**config.mk**
```make
export PLATFORM = sky130hd
export DESIGN_NAME = irq_status_bank
export DESIGN_NICKNAME = d
export VERILOG_FILES = /design/src/rtl/irq_pkg.sv /design/src/rtl/irq_sync.sv /design/src/rtl/irq_bit_cell.sv /design/src/rtl/irq_reg_bank.sv /design/src/rtl/irq_status_bank.sv
export SDC_FILE = /design/constraint.sdc
export NUM_CORES = 1
export LEC_CHECK = 0
export BUFFER_PORTS_ARGS = -buffer_cell sky130_fd_sc_hd__buf_4
export CORE_UTILIZATION = 57
export CTS_CLUSTER_SIZE = 40
export DETAILED_ROUTE_END_ITERATION = 8
export PLACE_DENSITY_LB_ADDON = 0.1
export SYNTH_ARGS = -nofsm -noshare
export SYNTH_HDL_FRONTEND = slang
export SYNTH_SLANG_ARGS = --single-unit
export TNS_END_PERCENT = 1
```
**constraint.sdc**
```tcl
create_clock -name clk -period 2.1 [get_ports clk]
set_clock_uncertainty 0.15 [all_clocks]
set_input_delay 0.105 -clock clk [delete_from_list [all_inputs] [get_ports clk]]
set_output_delay 0.105 -clock clk [all_outputs]
set_load 0.005 [all_outputs]
```
**src/rtl/irq_pkg.sv**
```systemverilog
package irq_pkg;
    localparam int unsigned REG_W      = 8;
    localparam int unsigned ADDR_W     = 3;
    localparam int unsigned SYNC_DEPTH = 2;

    // Build-time bit personalities: 1 = edge-set, 0 = level-set
    localparam logic [REG_W-1:0] EDGE_A_DEF = 8'b0010_0001;
    localparam logic [REG_W-1:0] EDGE_B_DEF = 8'b1110_0000;
    // 1 = bit has an event behind it, 0 = tied to zero
    localparam logic [REG_W-1:0] LIVE_A_DEF = 8'hFF;
    localparam logic [REG_W-1:0] LIVE_B_DEF = 8'hEF;

    localparam logic [ADDR_W-1:0] ADR_STAT_A = 3'd0;
    localparam logic [ADDR_W-1:0] ADR_STAT_B = 3'd1;
    localparam logic [ADDR_W-1:0] ADR_MASK_A = 3'd2;
    localparam logic [ADDR_W-1:0] ADR_MASK_B = 3'd3;
    localparam logic [ADDR_W-1:0] ADR_ACK_A  = 3'd4;
    localparam logic [ADDR_W-1:0] ADR_ACK_B  = 3'd5;

    typedef enum logic [1:0] {
        CELL_IDLE = 2'd0,
        CELL_PEND = 2'd1,
        CELL_ACKD = 2'd2
    } cell_state_e;
endpackage

```
**src/rtl/irq_sync.sv**
```systemverilog
module irq_sync #(
    parameter int unsigned W     = 16,
    parameter int unsigned DEPTH = 2
) (
    input  logic         clk,
    input  logic         rst_n,
    input  logic [W-1:0] din,
    output logic [W-1:0] now_q,
    output logic [W-1:0] prev_q
);
    localparam int unsigned TAPS = DEPTH + 1;

    logic [W-1:0] pipe [TAPS];

    always_ff @(posedge clk or negedge rst_n) begin
        if (!rst_n) begin
            for (int j = 0; j < TAPS; j++) pipe[j] <= '0;
        end else begin
            pipe[0] <= din;
            for (int j = 1; j < TAPS; j++) pipe[j] <= pipe[j-1];
        end
    end

    assign now_q  = pipe[DEPTH-1];
    assign prev_q = pipe[DEPTH];
endmodule

```
**src/rtl/irq_bit_cell.sv**
```systemverilog
module irq_bit_cell
    import irq_pkg::*;
#(
    parameter bit EDGE_SET = 1'b0
) (
    input  logic clk,
    input  logic rst_n,
    input  logic lvl,
    input  logic lvl_prev,
    input  logic ack_hit,
    output logic status,
    output logic acked
);
    cell_state_e state_q, state_d;
    logic        trigger;

    assign trigger = EDGE_SET ? (lvl & ~lvl_prev) : lvl;

    // state register
    always_ff @(posedge clk or negedge rst_n) begin
        if (!rst_n) state_q <= CELL_IDLE;
        else        state_q <= state_d;
    end

    // transitions: set, ack, drop, release
    always_comb begin
        state_d = state_q;
        unique case (state_q)
            CELL_IDLE: if (trigger) state_d = CELL_PEND;
            CELL_PEND: begin
                if (!EDGE_SET && !lvl) state_d = CELL_IDLE;
                else if (ack_hit)      state_d = CELL_ACKD;
            end
            CELL_ACKD: if (!lvl) state_d = CELL_IDLE;
            default:   state_d = CELL_IDLE;
        endcase
    end

    // outputs
    always_comb begin
        status = (state_q != CELL_IDLE);
        acked  = (state_q == CELL_ACKD);
    end
endmodule

```
**src/rtl/irq_reg_bank.sv**
```systemverilog
module irq_reg_bank
    import irq_pkg::*;
#(
    parameter int unsigned     W         = REG_W,
    parameter logic [W-1:0]    EDGE_MASK = '0,
    parameter logic [W-1:0]    LIVE_MASK = '1
) (
    input  logic         clk,
    input  logic         rst_n,
    input  logic [W-1:0] lvl,
    input  logic [W-1:0] lvl_prev,
    input  logic         rd_hit,
    output logic [W-1:0] status,
    output logic [W-1:0] acked
);
    for (genvar i = 0; i < W; i++) begin : g_bit
        if (LIVE_MASK[i]) begin : g_live
            irq_bit_cell #(
                .EDGE_SET (EDGE_MASK[i])
            ) u_cell (
                .clk      (clk),
                .rst_n    (rst_n),
                .lvl      (lvl[i]),
                .lvl_prev (lvl_prev[i]),
                .ack_hit  (rd_hit & status[i]),
                .status   (status[i]),
                .acked    (acked[i])
            );
        end else begin : g_tied
            logic unused_in;
            assign unused_in = lvl[i] ^ lvl_prev[i];
            assign status[i] = 1'b0;
            assign acked[i]  = 1'b0;
        end
    end
endmodule

```
**src/rtl/irq_status_bank.sv**
```systemverilog
module irq_status_bank
    import irq_pkg::*;
#(
    parameter int unsigned  W      = REG_W,
    parameter logic [W-1:0] EDGE_A = EDGE_A_DEF,
    parameter logic [W-1:0] EDGE_B = EDGE_B_DEF,
    parameter logic [W-1:0] LIVE_A = LIVE_A_DEF,
    parameter logic [W-1:0] LIVE_B = LIVE_B_DEF
) (
    input  logic              clk,
    input  logic              rst_n,
    input  logic [W-1:0]      evt_a,
    input  logic [W-1:0]      evt_b,
    input  logic              rd_en,
    input  logic              wr_en,
    input  logic [ADDR_W-1:0] addr,
    input  logic [W-1:0]      wr_data,
    output logic [W-1:0]      rd_data,
    output logic              irq_n
);
    localparam int unsigned NB = 2 * W;

    logic [NB-1:0] lvl_now, lvl_old;
    logic [W-1:0]  stat_a, stat_b, ack_a, ack_b;
    logic [W-1:0]  mask_a, mask_b;
    logic          rd_stat_a, rd_stat_b;

    irq_sync #(
        .W     (NB),
        .DEPTH (SYNC_DEPTH)
    ) u_sync (
        .clk    (clk),
        .rst_n  (rst_n),
        .din    ({evt_b, evt_a}),
        .now_q  (lvl_now),
        .prev_q (lvl_old)
    );

    assign rd_stat_a = rd_en && (addr == ADR_STAT_A);
    assign rd_stat_b = rd_en && (addr == ADR_STAT_B);

    irq_reg_bank #(
        .W         (W),
        .EDGE_MASK (EDGE_A),
        .LIVE_MASK (LIVE_A)
    ) u_bank_a (
        .clk      (clk),
        .rst_n    (rst_n),
        .lvl      (lvl_now[W-1:0]),
        .lvl_prev (lvl_old[W-1:0]),
        .rd_hit   (rd_stat_a),
        .status   (stat_a),
        .acked    (ack_a)
    );

    irq_reg_bank #(
        .W         (W),
        .EDGE_MASK (EDGE_B),
        .LIVE_MASK (LIVE_B)
    ) u_bank_b (
        .clk      (clk),
        .rst_n    (rst_n),
        .lvl      (lvl_now[NB-1:W]),
        .lvl_prev (lvl_old[NB-1:W]),
        .rd_hit   (rd_stat_b),
        .status   (stat_b),
        .acked    (ack_b)
    );

    // host mask registers
    always_ff @(posedge clk or negedge rst_n) begin
        if (!rst_n) begin
            mask_a <= '1;
            mask_b <= '1;
        end else if (wr_en) begin
            if (addr == ADR_MASK_A) mask_a <= wr_data;
            if (addr == ADR_MASK_B) mask_b <= wr_data;
        end
    end

    // read snapshot: captures content before this edge's updates
    always_ff @(posedge clk or negedge rst_n) begin
        if (!rst_n) begin
            rd_data <= '0;
        end else if (rd_en) begin
            case (addr)
                ADR_STAT_A: rd_data <= stat_a;
                ADR_STAT_B: rd_data <= stat_b;
                ADR_MASK_A: rd_data <= mask_a;
                ADR_MASK_B: rd_data <= mask_b;
                ADR_ACK_A:  rd_data <= ack_a;
                ADR_ACK_B:  rd_data <= ack_b;
                default:    rd_data <= '0;
            endcase
        end
    end

    assign irq_n = ~(|(stat_a & ~mask_a & ~ack_a) | |(stat_b & ~mask_b & ~ack_b));
endmodule

```
## Word level (Yosys, flattened, before mapping)

Cells that the tools add are included.

- Word-level logic and storage cells: 259
- Memories kept: 0
- Bits of input ports: 31
- Latch bits: 0
- Output and inout bits: 9
- Memory bits (read-only): 0
- RAM bits: 0
- Register bits: 102

- Reductions and logical operators: 52
- Muxes and demuxes: 71
- Divide/modulo/power cells: 0
- Equality and inequality tests: 80
- Shift-type cells: 0
- Bitwise gates (word level): 35
- Add/subtract/negate cells: 0
- Magnitude comparators: 0
- Multiply operators: 0

Operators by type and width:

| kind | number |
|---|---|
| $mux 2 | 55 |
| $pmux 2 s3 | 15 |
| $ne 2x2->1 const B | 35 |
| $pmux 8 s6 | 1 |
| $reduce_and 3->1 | 15 |
| $and 8x8->8 | 4 |
| $not 8->8 | 4 |
| $eq 2x1->1 const B | 15 |
| $eq 2x2->1 const B | 15 |
| $logic_not 2->1 | 15 |
| $ne 3x3->1 const B | 10 |
| $reduce_bool 2->1 | 15 |
| $and 1x1->1 | 20 |
| $reduce_or 8->1 | 2 |
| $eq 3x2->1 const B | 2 |
| $eq 3x3->1 const B | 2 |
| $not 1->1 | 6 |
| $reduce_and 2->1 | 2 |
| $eq 3x1->1 const B | 1 |
| $logic_not 3->1 | 1 |
| $logic_and 1x1->1 | 2 |
| $or 1x1->1 | 1 |

## Depth between registers and ports, before layout

Gate-level depths: netlist of run 1.

- Depth in word-level cells: 6
- Mapped depth: 6

## Cells and area by module

A second synthesis of run 1 with hierarchy kept.

- Cells, all modules: 374
- Area, all modules: 4,468.0 µm²

Modules (own cells, without submodules):

| module | area an instance (µm²) | instances | cells an instance |
|---|---|---|---|
| irq_status_bank | 1,493.9 | 1 | 151 |
| irq_sync | 1,441.4 | 1 | 80 |
| irq_bit_cell at u_bank_a.g_bit[1].g_live.u_cell ... | 88.8 | 10 | 8 |
| irq_bit_cell at u_bank_a.g_bit[0].g_live.u_cell ... | 106.4 | 5 | 9 |
| irq_reg_bank at u_bank_b | 62.6 | 1 | 10 |
| irq_reg_bank at u_bank_a | 50.0 | 1 | 8 |

## Least setup slack after synthesis of run 1

No wires, ideal clock.

- Path kind: register to output
- Start point: register mask_a[6]
- End point: output port irq_n
- Data arrival time: 1.395 ns
- Slack: 0.450 ns
- Stages on the path, launching flop included: 4
- Path through: dfstp_2 > o22ai_1 > or4_4 > nor4_2

- Cells in the longest elaborated chain, start to end: 6

Ends and longest elaborated chain:

| item | line | RTL |
|---|---|---|
| start: declaration | irq_status_bank.sv:25 | `logic [W-1:0] mask_a, mask_b;` |
| start signal: assignment | irq_status_bank.sv:76 | `if (addr == ADR_MASK_A) mask_a <= wr_data;` |
| $not 8->8 | irq_status_bank.sv:98 | `assign irq_n = ~(\|(stat_a & ~mask_a & ~ack_a) \| \|(stat_b & ~mask_b & ~ack_b));` |
| $and 8x8->8 (2 in a row) | irq_status_bank.sv:98 |  |
| $reduce_or 8->1 | irq_status_bank.sv:98 |  |
| $or 1x1->1 | irq_status_bank.sv:98 |  |
| $not 1->1 | irq_status_bank.sv:98 |  |
| end: declaration | irq_status_bank.sv:19 | `output logic irq_n` |

No other way between the ends.

## Worst setup path after layout of run 1

- Start point: register mask_a[1]
- End point: output port irq_n

Same word-level chain as after synthesis.

==> impl_metrics.toml, run 1 <==
[status]
outcome = "complete, no violations"

[finish]
fin_area_um2 = 4418
drive_gt1_share_pct = 29.23
final_cell_mix = "dfrtp_1, buf_4, dlygate4sd3_1"
fin_nets = 392
areaGrowthSynthToFinish_pct = 23.76
final_common_cell = "dfrtp_1"
diodes = 0

[sta]
tightest_slew_ps = 564.5
min_period_ps = 2089
grt_setup_unrepaired = "yes"
finalSetupViolCount = 0
post-route-period-util_pct = 99.50
slew_viol_final = 0
final_hold_viol_count = 0
clock.fmax_ghz = 0.4786
slew_headroom_pct = 62.20
hold_ws_ps = 32.38

[global_routing]
antenna_found_initial = 0
grt.total_usage_pct = 25.39
grt_pass1_wl_mm = 11.96
grt-ovfl-total = 0
grt_max_degree = 67
grt_pass1_vias = 2509

[critical_path]
r2r_setup_slack_ps = 510
critical_path_arrival_ps = 1830
reg2reg_depth = 4
worst_setup_path_end_kind = "output pin"
path_class = "register to output pin"
worstSetupStartpointType = "register"
critPathRequiredTime_ps = 1850
worstReg2RegStart = "u_bank_b.g_bit[1].g_live.u_cell.state_q[0]"
worst-path-max-fanout = 3
r2r-end = "rd_data[1]"

[clocking]
htreeDepth = 3
cts_tree = "done"
cts.sinks = 89
cts_buffer_depth = 2
path_clk_slew_ps = 90
clock-root-buffer = "clkbuf_8"
cts-buffers-inserted = 9
clk_latency_ps = 360

[yosys]
syn-num-nets = 323
synth-async-reset-ratio_pct = 100.0
avgSynthCellArea_um2 = 12.22
synth_edf_count = 0
ys_types = 43
ys_seq_area_share_pct = 62.95
synthCells = 292
synth-seq-cells = 89
synth_top_flop_cell = "dfrtp_1"
ys_warn_count = 0
synth_area_um2 = 3570

[routing]
viasPerCell = 5.669
first_pass_iters = 4
postRouteAntennaNets = 0
routedWlPerCell_um = 16.59
drc_errors = 0
vias = 2500
first_iter_violations = 153
routed_wl_mm = 7.315

[floorplanning]
die_y_um = 81.14
start_util_pct = 59.59
rows = 28
io_pins = 40
die_w_um = 81.14
core_um2 = 5991
dieArea_um2 = 6583

[power_and_ir_drop]
power_leakage_nw = 1.957
p_per_area_nw_per_um2 = 891.6
ir_drop_v = 0.0006564

[worst_hold_path]
hold_path_class = "input pin to asynchronous set/reset pin"

[run]
drv_cap = 0

[place]
dp_hpwl_mm = 4.926
port_buffers = 38
gp_congestion = 0.8333
postPlaceCellArea_um2 = 3940
## logic make-up after synthesis
group / count (synthesis) / synth area share [%]
AOI/OAI and AO/OA: 60 / 11.39
buffers and inverters: 24 / 2.909
DFF: 89 / 62.95
muxes: 24 / 7.396
and+or+nand+nor: 95 / 15.35
## critical path, stage by stage (launching register included)
cell and delay [ps]:
dfstp_2 560, o22ai_2 70, or4_4 550, nor4_4 160
buf_4 150
## per-stage QoR
| step | setup slack, ps | power (mW) | util (%) | TNS (ps) | instances |
|---|---|---|---|---|---|
| floorplan | 450.2 | 2.472 | - | 0 | 292 |
| global placement | 206.0 | 2.695 | 65.77 | 0 | 399 |
| detailed placement | 197.3 | 2.726 | 65.77 | 0 | 399 |
| CTS | -6.622 | 3.976 | 73.75 | -6.622 | 441 |
| global route | -54.64 | 4.142 | 73.75 | -54.64 | 441 |
| finish | 10.52 | 3.939 | 73.75 | 0 | 441 |
## power breakdown
group	switching, mW	internal (mW)
clock	0.616	0.560
combinational	0.312	0.326
sequential	0.166	1.96
total	1.09	2.84
## what timing repair did
item | in CTS | in global routing
setup endpoints to repair | 1 | 1
buffers inserted | 2 | 0
hold endpoints to repair | 104 | 0
gates cloned | 0 | 0
gates resized for setup | 3 | 0
hold buffers | 24 | 0
pin swaps | 1 | 0
## cells in the mapped netlist, types with 3 or more instances
library cell	count	area, um^2
dfstp_2	16	420.4
a21oi_1	14	70.07
o31ai_1	5	37.54
nor3_1	3	15.01
and2_1	7	43.79
dfrtp_1	73	1827
nand2_1	19	71.32
o22a_1	3	26.28
o21ai_0	7	35.03
o211ai_1	4	30.03
nor2b_1	9	56.30
nor2_1	17	63.81
o22ai_1	6	37.54
o21a_1	3	22.52
mux2i_1	5	50.05
buf_2	8	40.04
a21o_1	3	22.52
inv_2	3	11.26
nand3_1	15	75.07
a22oi_1	4	30.03
mux2_2	19	214.0
inv_1	11	41.29
nand2b_1	7	43.79
and3b_1	7	61.31
## state kept, by name (all words and copies together) (netlist names)
| signal | cells |
|---|---|
| u_bank_a.g_bit.g_live.u_cell.state_q | 16 |
| u_sync.now_q | 15 |
| u_sync.pipe | 15 |
| u_bank_b.g_bit.g_live.u_cell.state_q | 14 |
| mask_a | 8 |
| mask_b | 8 |
| rd_data | 8 |
| u_sync.prev_q | 5 |
## worst max-delay path by stage
stage,from,cells past startpoint,endpoint,slack (ps)
5_1_grt,mask_a[1],4,irq_n,-50
2_1_floorplan,mask_a[6],3,irq_n,450
6_report,mask_a[1],4,irq_n,10
3_3_place_gp,mask_a[6],4,irq_n,210
3_5_place_dp,mask_a[6],4,irq_n,200
4_1_cts,mask_a[6],4,irq_n,-7
## per-layer routing
metal,wire length [um],track usage [%]
met4,140,9.286
met1,3135,31.61
met3,388,8.539
met5,0,0
met2,3650,41.18
## final cells by class
type / instances / area, um^2
Clock inverter: 7 / 77.57
Tap cell: 75 / 93.84
Timing Repair Buffer: 68 / 583.1
Multi-Input combinational cell: 179 / 1240
Fill cell: 428 / 1573
Sequential cell: 89 / 2247
Inverter: 14 / 52.55
Clock buffer: 9 / 123.9
Power figures use the tool's default switching activity.
==> inputs of run 2 (changes only) <==
- ABC_AREA: default -> 1
- ABC_CLOCK_PERIOD_IN_PS: default -> 2100
- CORE_MARGIN: default -> 4
- CORE_UTILIZATION: 57 -> 58
==> impl_metrics.toml, run 2 <==
[status]
outcome = "complete, no violations"

[yosys]
ys_seq_area_share_pct = 61.15
synth_top_flop_cell = "dfrtp_1"
synth-async-reset-ratio_pct = 100.0
avgSynthCellArea_um2 = 9.187
ys_warn_count = 0
ys_types = 28
syn-num-nets = 431
synth_area_um2 = 3675
synth_top_area_share_pct = 49.71
synthCells = 400
synth_area_leaders = "dfrtp_1, dfstp_2, nand2_1, inv_1, nor2_1"
synth_most_common_cell = "nand2_1"
synth_edf_count = 0
synth-seq-cells = 89
synth_top_cell_by_area = "dfrtp_1"
synthTopCellsByCount = "nand2_1, dfrtp_1, inv_1, nor2_1, nand3_1"

[clocking]
cts_setup_buffers = 0
cts-buffers-inserted = 9
clk_latency_ps = 370
clock-root-buffer = "clkbuf_8"
cts_hold_buf = 26
cts_tree = "done"
cts_resized = 0
cts.sinks = 89
cts_buffer_depth = 2
htreeDepth = 3
path_clk_slew_ps = 100

[routing]
postRouteAntennaNets = 0
viasPerCell = 5.314
first_iter_violations = 255
routed_wl_mm = 7.823
vias = 2912
routedWlPerCell_um = 14.28
first_pass_iters = 4
drc_errors = 0

[critical_path]
worst_setup_path_end_kind = "output pin"
worstPathCellList = "o22ai_1 > nor2_1 > nand2_1 > nor2_1 > buf_4"
path_common_cell = "nor2_1"
critPathRequiredTime_ps = 1850
slowest_stage = "dfstp_2"
worstReg2RegStart = "u_bank_a.g_bit[3].g_live.u_cell.state_q[0]"
worstSetupStartpointType = "register"
critical_path_arrival_ps = 1480
critPathMaxStageDelay_ps = 570
path_class = "register to output pin"
worst-path-max-fanout = 3
startpoint = "mask_a[3]"

[sta]
slew_headroom_pct = 68.95
fin_tns_setup_ps = 0
finalSetupViolCount = 0
min_period_ps = 1732
post-route-period-util_pct = 82.48
grt_setup_unrepaired = "no"
slew_viol_final = 0
tightest_slew_ps = 465.8
clock.fmax_ghz = 0.5773
hold_ws_ps = 63.57
final_hold_viol_count = 0

[place]
gp_congestion = 0.8667
postPlaceCellArea_um2 = 4016
port_buffers = 38
dp_hpwl_mm = 5.503

[floorplanning]
dieArea_um2 = 7673
io_pins = 40
die_y_um = 87.60
core_um2 = 6026
start_util_pct = 60.98
rows = 28
die_w_um = 87.60

[power_and_ir_drop]
seqPwrFrac_pct = 55.2
power_leakage_nw = 2.229
ir_drop_v = 0.0005958
p_per_area_nw_per_um2 = 844.7
p_comb_share_pct = 16.3
p_clk_share_pct = 28.5
swShare_pct = 29.83
p_int_mw = 2.640
p_sw_mw = 1.122

[finish]
largest_register_ffs = 16
diodes = 0
fin_area_um2 = 4454
regMostFlops = "u_bank_a.g_bit.g_live.u_cell.state_q"
drive_gt1_share_pct = 18.39
areaGrowthSynthToFinish_pct = 21.21
fillers = 452
final_common_cell = "nand2_1"
fin_nets = 499
final_cell_mix = "nand2_1, dfrtp_1, inv_1"

[global_routing]
grt.total_usage_pct = 22.61
antenna_found_initial = 0
grt_pass1_vias = 2806
grt_max_degree = 55
grt_pass1_wl_mm = 12.97
grt-ovfl-total = 0

[worst_hold_path]
hp-start = "addr[2]"
hold_path_class = "input pin to register"

[run]
drv_cap = 0
[run 2: cell types whose count changed in the layout (fill, tap and decap cells not counted), sizes merged, moves of 9 or more]
cell	delta
inv	+49
o21ai	+19
nor2b	-9
nand2	+83
nand3	+14
mux2	-19
nor2	+31
[run 2: power groups by stage]
stage / Clock (mW) / Sequential, mW / Combinational, mW
2_1_floorplan: 0 / 2.06 / 0.371
3_5_place_dp: 0 / 2.10 / 0.575
6_report: 1.07 / 2.08 / 0.614
4_1_cts: 1.09 / 2.07 / 0.614
3_3_place_gp: 0 / 2.10 / 0.549
5_1_grt: 1.17 / 2.10 / 0.695
[run 2: cells by family (layout without fill, tap and decap cells)]
logic type      Yosys count  in the layout  synth area share [%]
buf+inv                  70            143                 7.899
compound gates           57             57                 10.18
flops                    89             89                 61.15
simple gates            184            184                 20.77
[run 2: final cells by class]
| cell class | instances | area, um^2 | share of cell area [%] |
|---|---|---|---|
| multi-input combinational | 241 | 1137 | 25.53 |
| tap | 75 | 93.84 | 2.107 |
| sequential | 89 | 2247 | 50.45 |
| clock buffer | 10 | 127.6 | 2.865 |
| inverter | 62 | 232.7 | 5.225 |
| timing repair buffer | 65 | 565.5 | 12.70 |
| clock inverter | 6 | 50.05 | 1.124 |
[run 2: per-stage QoR]
stage / instances / setup WS [ps] / utilization (%) / total power [mW]
after floorplan: 400 / 999.3 / - / 2.426
after global placement: 506 / 448.6 / 66.65 / 2.647
after detailed placement: 506 / 400.4 / 66.65 / 2.676
after CTS: 548 / 348.7 / 73.92 / 3.778
after global routing: 548 / 275.8 / 73.92 / 3.969
final: 548 / 367.9 / 73.92 / 3.762
[run 2: final timing paths]
| check | to | slack, ps | depth (start not counted) |
|---|---|---|---|
| setup / recovery | irq_n | 370 | 5 |
| hold / removal | rd_data[0] | 60 | 5 |
| setup reg to reg | rd_data[3] | 820 | 6 |
| hold reg to reg | u_sync.now_q[5] | 210 | 0 |
| max in group asynchronous | mask_a[5] | 1040 | 3 |
| min in group asynchronous | u_sync.pipe[46] | 70 | 2 |
[run 2: worst max-delay path: cells and delay by family, from the launching register on]
| kind | cells | cell delay (ps) |
|---|---|---|
| flops | 1 | 570 |
| simple gates | 3 | 300 |
| buf+inv | 1 | 130 |
| compound gates | 1 | 100 |
[run 2: layer usage]
metal	vias to the layer above	global-route usage (%)	part of all wire, %	wire length [um]
met5	-	0	0	0
li1	1398	-	-	-
met4	0	7.950	2.2	175
met1	1401	29.95	43	3370
met3	16	5.644	6.8	535
met2	97	36.58	48	3741
==> inputs of run 3 (changes only) <==
- ABC_AREA: 1 -> 0
- ABC_CLOCK_PERIOD_IN_PS: 2100 -> 1400
- CORE_UTILIZATION: 58 -> 52
- clock period: 2.1 -> 1.4 ns (I/O delays scaled with it)
==> impl_metrics.toml, run 3 (same netlist as run 1, synthesis figures left out) <==
[place]
placed_cells = 441
gp_congestion = 0.8325
postPlaceCellArea_um2 = 4277
port_buffers = 38
dp_hpwl_mm = 5.440

[sta]
clock.fmax_ghz = 0.4904
tightest_slew_ps = 454.6
post-route-period-util_pct = 145.7
worst_slack_ps = -639.3
final_hold_viol_count = 0
slew_headroom_pct = 69.69
min_period_ps = 2039
finalSetupViolCount = 2
fin_tns_setup_ps = -654.9
grt_setup_unrepaired = "yes"
slew_viol_final = 0

[routing]
route.met2.wl_mm = 4.059
first_iter_violations = 191
viasPerCell = 5.373
vias = 2595
dr_wl_met3_um = 327
routed_wl_mm = 8.050
drt-met1-wl_mm = 3.513
highest_layer = "met4"
drc_errors = 0
routedWlPerCell_um = 16.67
first_pass_iters = 4
postRouteAntennaNets = 0

[worst_hold_path]
hp-start = "addr[2]"
hold_path_class = "input pin to register"
hold_path_end = "rd_data[0]"
holdPathStages = 3

[power_and_ir_drop]
ir_drop_v = 0.0007928
power_leakage_nw = 2.168
p_per_area_nw_per_um2 = 1281

[finish]
fin_area_um2 = 4763
areaGrowthSynthToFinish_pct = 33.44
diodes = 0
instances_no_fill = 483
final_common_cell = "buf_4"
largest_register_ffs = 16
final_cell_mix = "buf_4, dfrtp_1, dlygate4sd3_1"
regMostFlops = "u_bank_a.g_bit.g_live.u_cell.state_q"
fin_nets = 432
drive_gt1_share_pct = 36.45

[clocking]
cts_tree = "done"
cts-buffers-inserted = 9
cts_setup_buffers = 0
htreeDepth = 3
cts.sinks = 89
cts_buffer_depth = 2
clk_latency_ps = 360
clock-root-buffer = "clkbuf_8"
path_clk_slew_ps = 100

[status]
violations = "setup timing"
outcome = "finished, violations left"

[critical_path]
critical_path_arrival_ps = 1820
worstPathCellList = "o22ai_1 > or4_4 > nor4_4 > buf_4"
critPathRequiredTime_ps = 1180
slowest_stage = "or4_4"
cp.buffers_inverters = 1
critPathMaxStageDelay_ps = 550
worstSetupStartpointType = "register"
crit_family = "simple AND/OR/NAND/NOR gates"
r2r-end = "rd_data[1]"
worst_setup_path_end_kind = "output pin"
worst-path-max-fanout = 2
r2r_setup_slack_ps = -20
worstReg2RegStart = "u_bank_b.g_bit[1].g_live.u_cell.state_q[0]"
reg2reg_depth = 4
path_class = "register to output pin"

[floorplanning]
dieArea_um2 = 8255
core_um2 = 6495
rows = 29
start_util_pct = 54.96
io_pins = 40
die_w_um = 90.86
die_y_um = 90.86

[global_routing]
antenna_found_initial = 0
grt-ovfl-total = 0
grt_pass1_vias = 2720
grt.total_usage_pct = 21.74
grt_max_degree = 90
grt_pass1_wl_mm = 13.87

[run]
drv_cap = 0
==> run 3: worst max-delay path by stage <==
stage                     startpoint    end  cells after the start  slack (ps)
after detailed placement   mask_a[6]  irq_n                      4        -250
after CTS                  mask_a[6]  irq_n                      4        -660
after global routing       mask_a[6]  irq_n                      4        -740
after global placement     mask_a[6]  irq_n                      4        -250
final                      mask_a[6]  irq_n                      4        -640
after floorplan            mask_a[6]  irq_n                      3         -80
==> run 3: worst reg2reg max path, cell delays in order (launching register included) <==
cell and delay (ps):
dfrtp_1 410, nor2b_1 140, o21ai_1 170, a21oi_1 100, o32a_1 340
==> run 3: layout make-up <==
cell class / count / area [um^2]
clock inverters: 7 / 67.56
well taps: 77 / 96.34
inverters: 14 / 52.55
flip-flops and latches: 89 / 2247
clock buffers: 9 / 123.9
multi-input cells: 179 / 1259
repair buffers: 108 / 917.1
fillers: 459 / 1732
==> run 3: where the power goes <==
part / switching [mW] / internal, mW
clock network: 0.990 / 0.697
logic: 0.582 / 0.702
registers: 0.195 / 2.94
total: 1.77 / 4.34
==> run 3: through the flow <==
stage,utilization [%],power [mW],hold WS (ps),setup slack [ps]
after floorplan,-,3.721,-375.6,-78.52
after global placement,65.84,4.339,-6.030,-245.8
after detailed placement,65.84,4.379,0.6428,-251.8
after CTS,72.86,6.163,16.55,-661.5
after global routing,73.34,6.476,44.08,-736.1
final,73.34,6.103,41.34,-639.3
==> run 3: what timing repair did <==
action,CTS,global route
hold endpoints to repair,122,0
gates resized for setup,4,6
hold buffers,26,0
cloned,0,0
pin swaps,1,1
setup endpoints to repair,5,15
==> run 3: layer usage <==
layer	vias to the layer above	GRT usage (%)
li1	1250	-
met3	15	4.833
met4	0	7.286
met2	53	35.89
met1	1277	28.50
met5	-	0
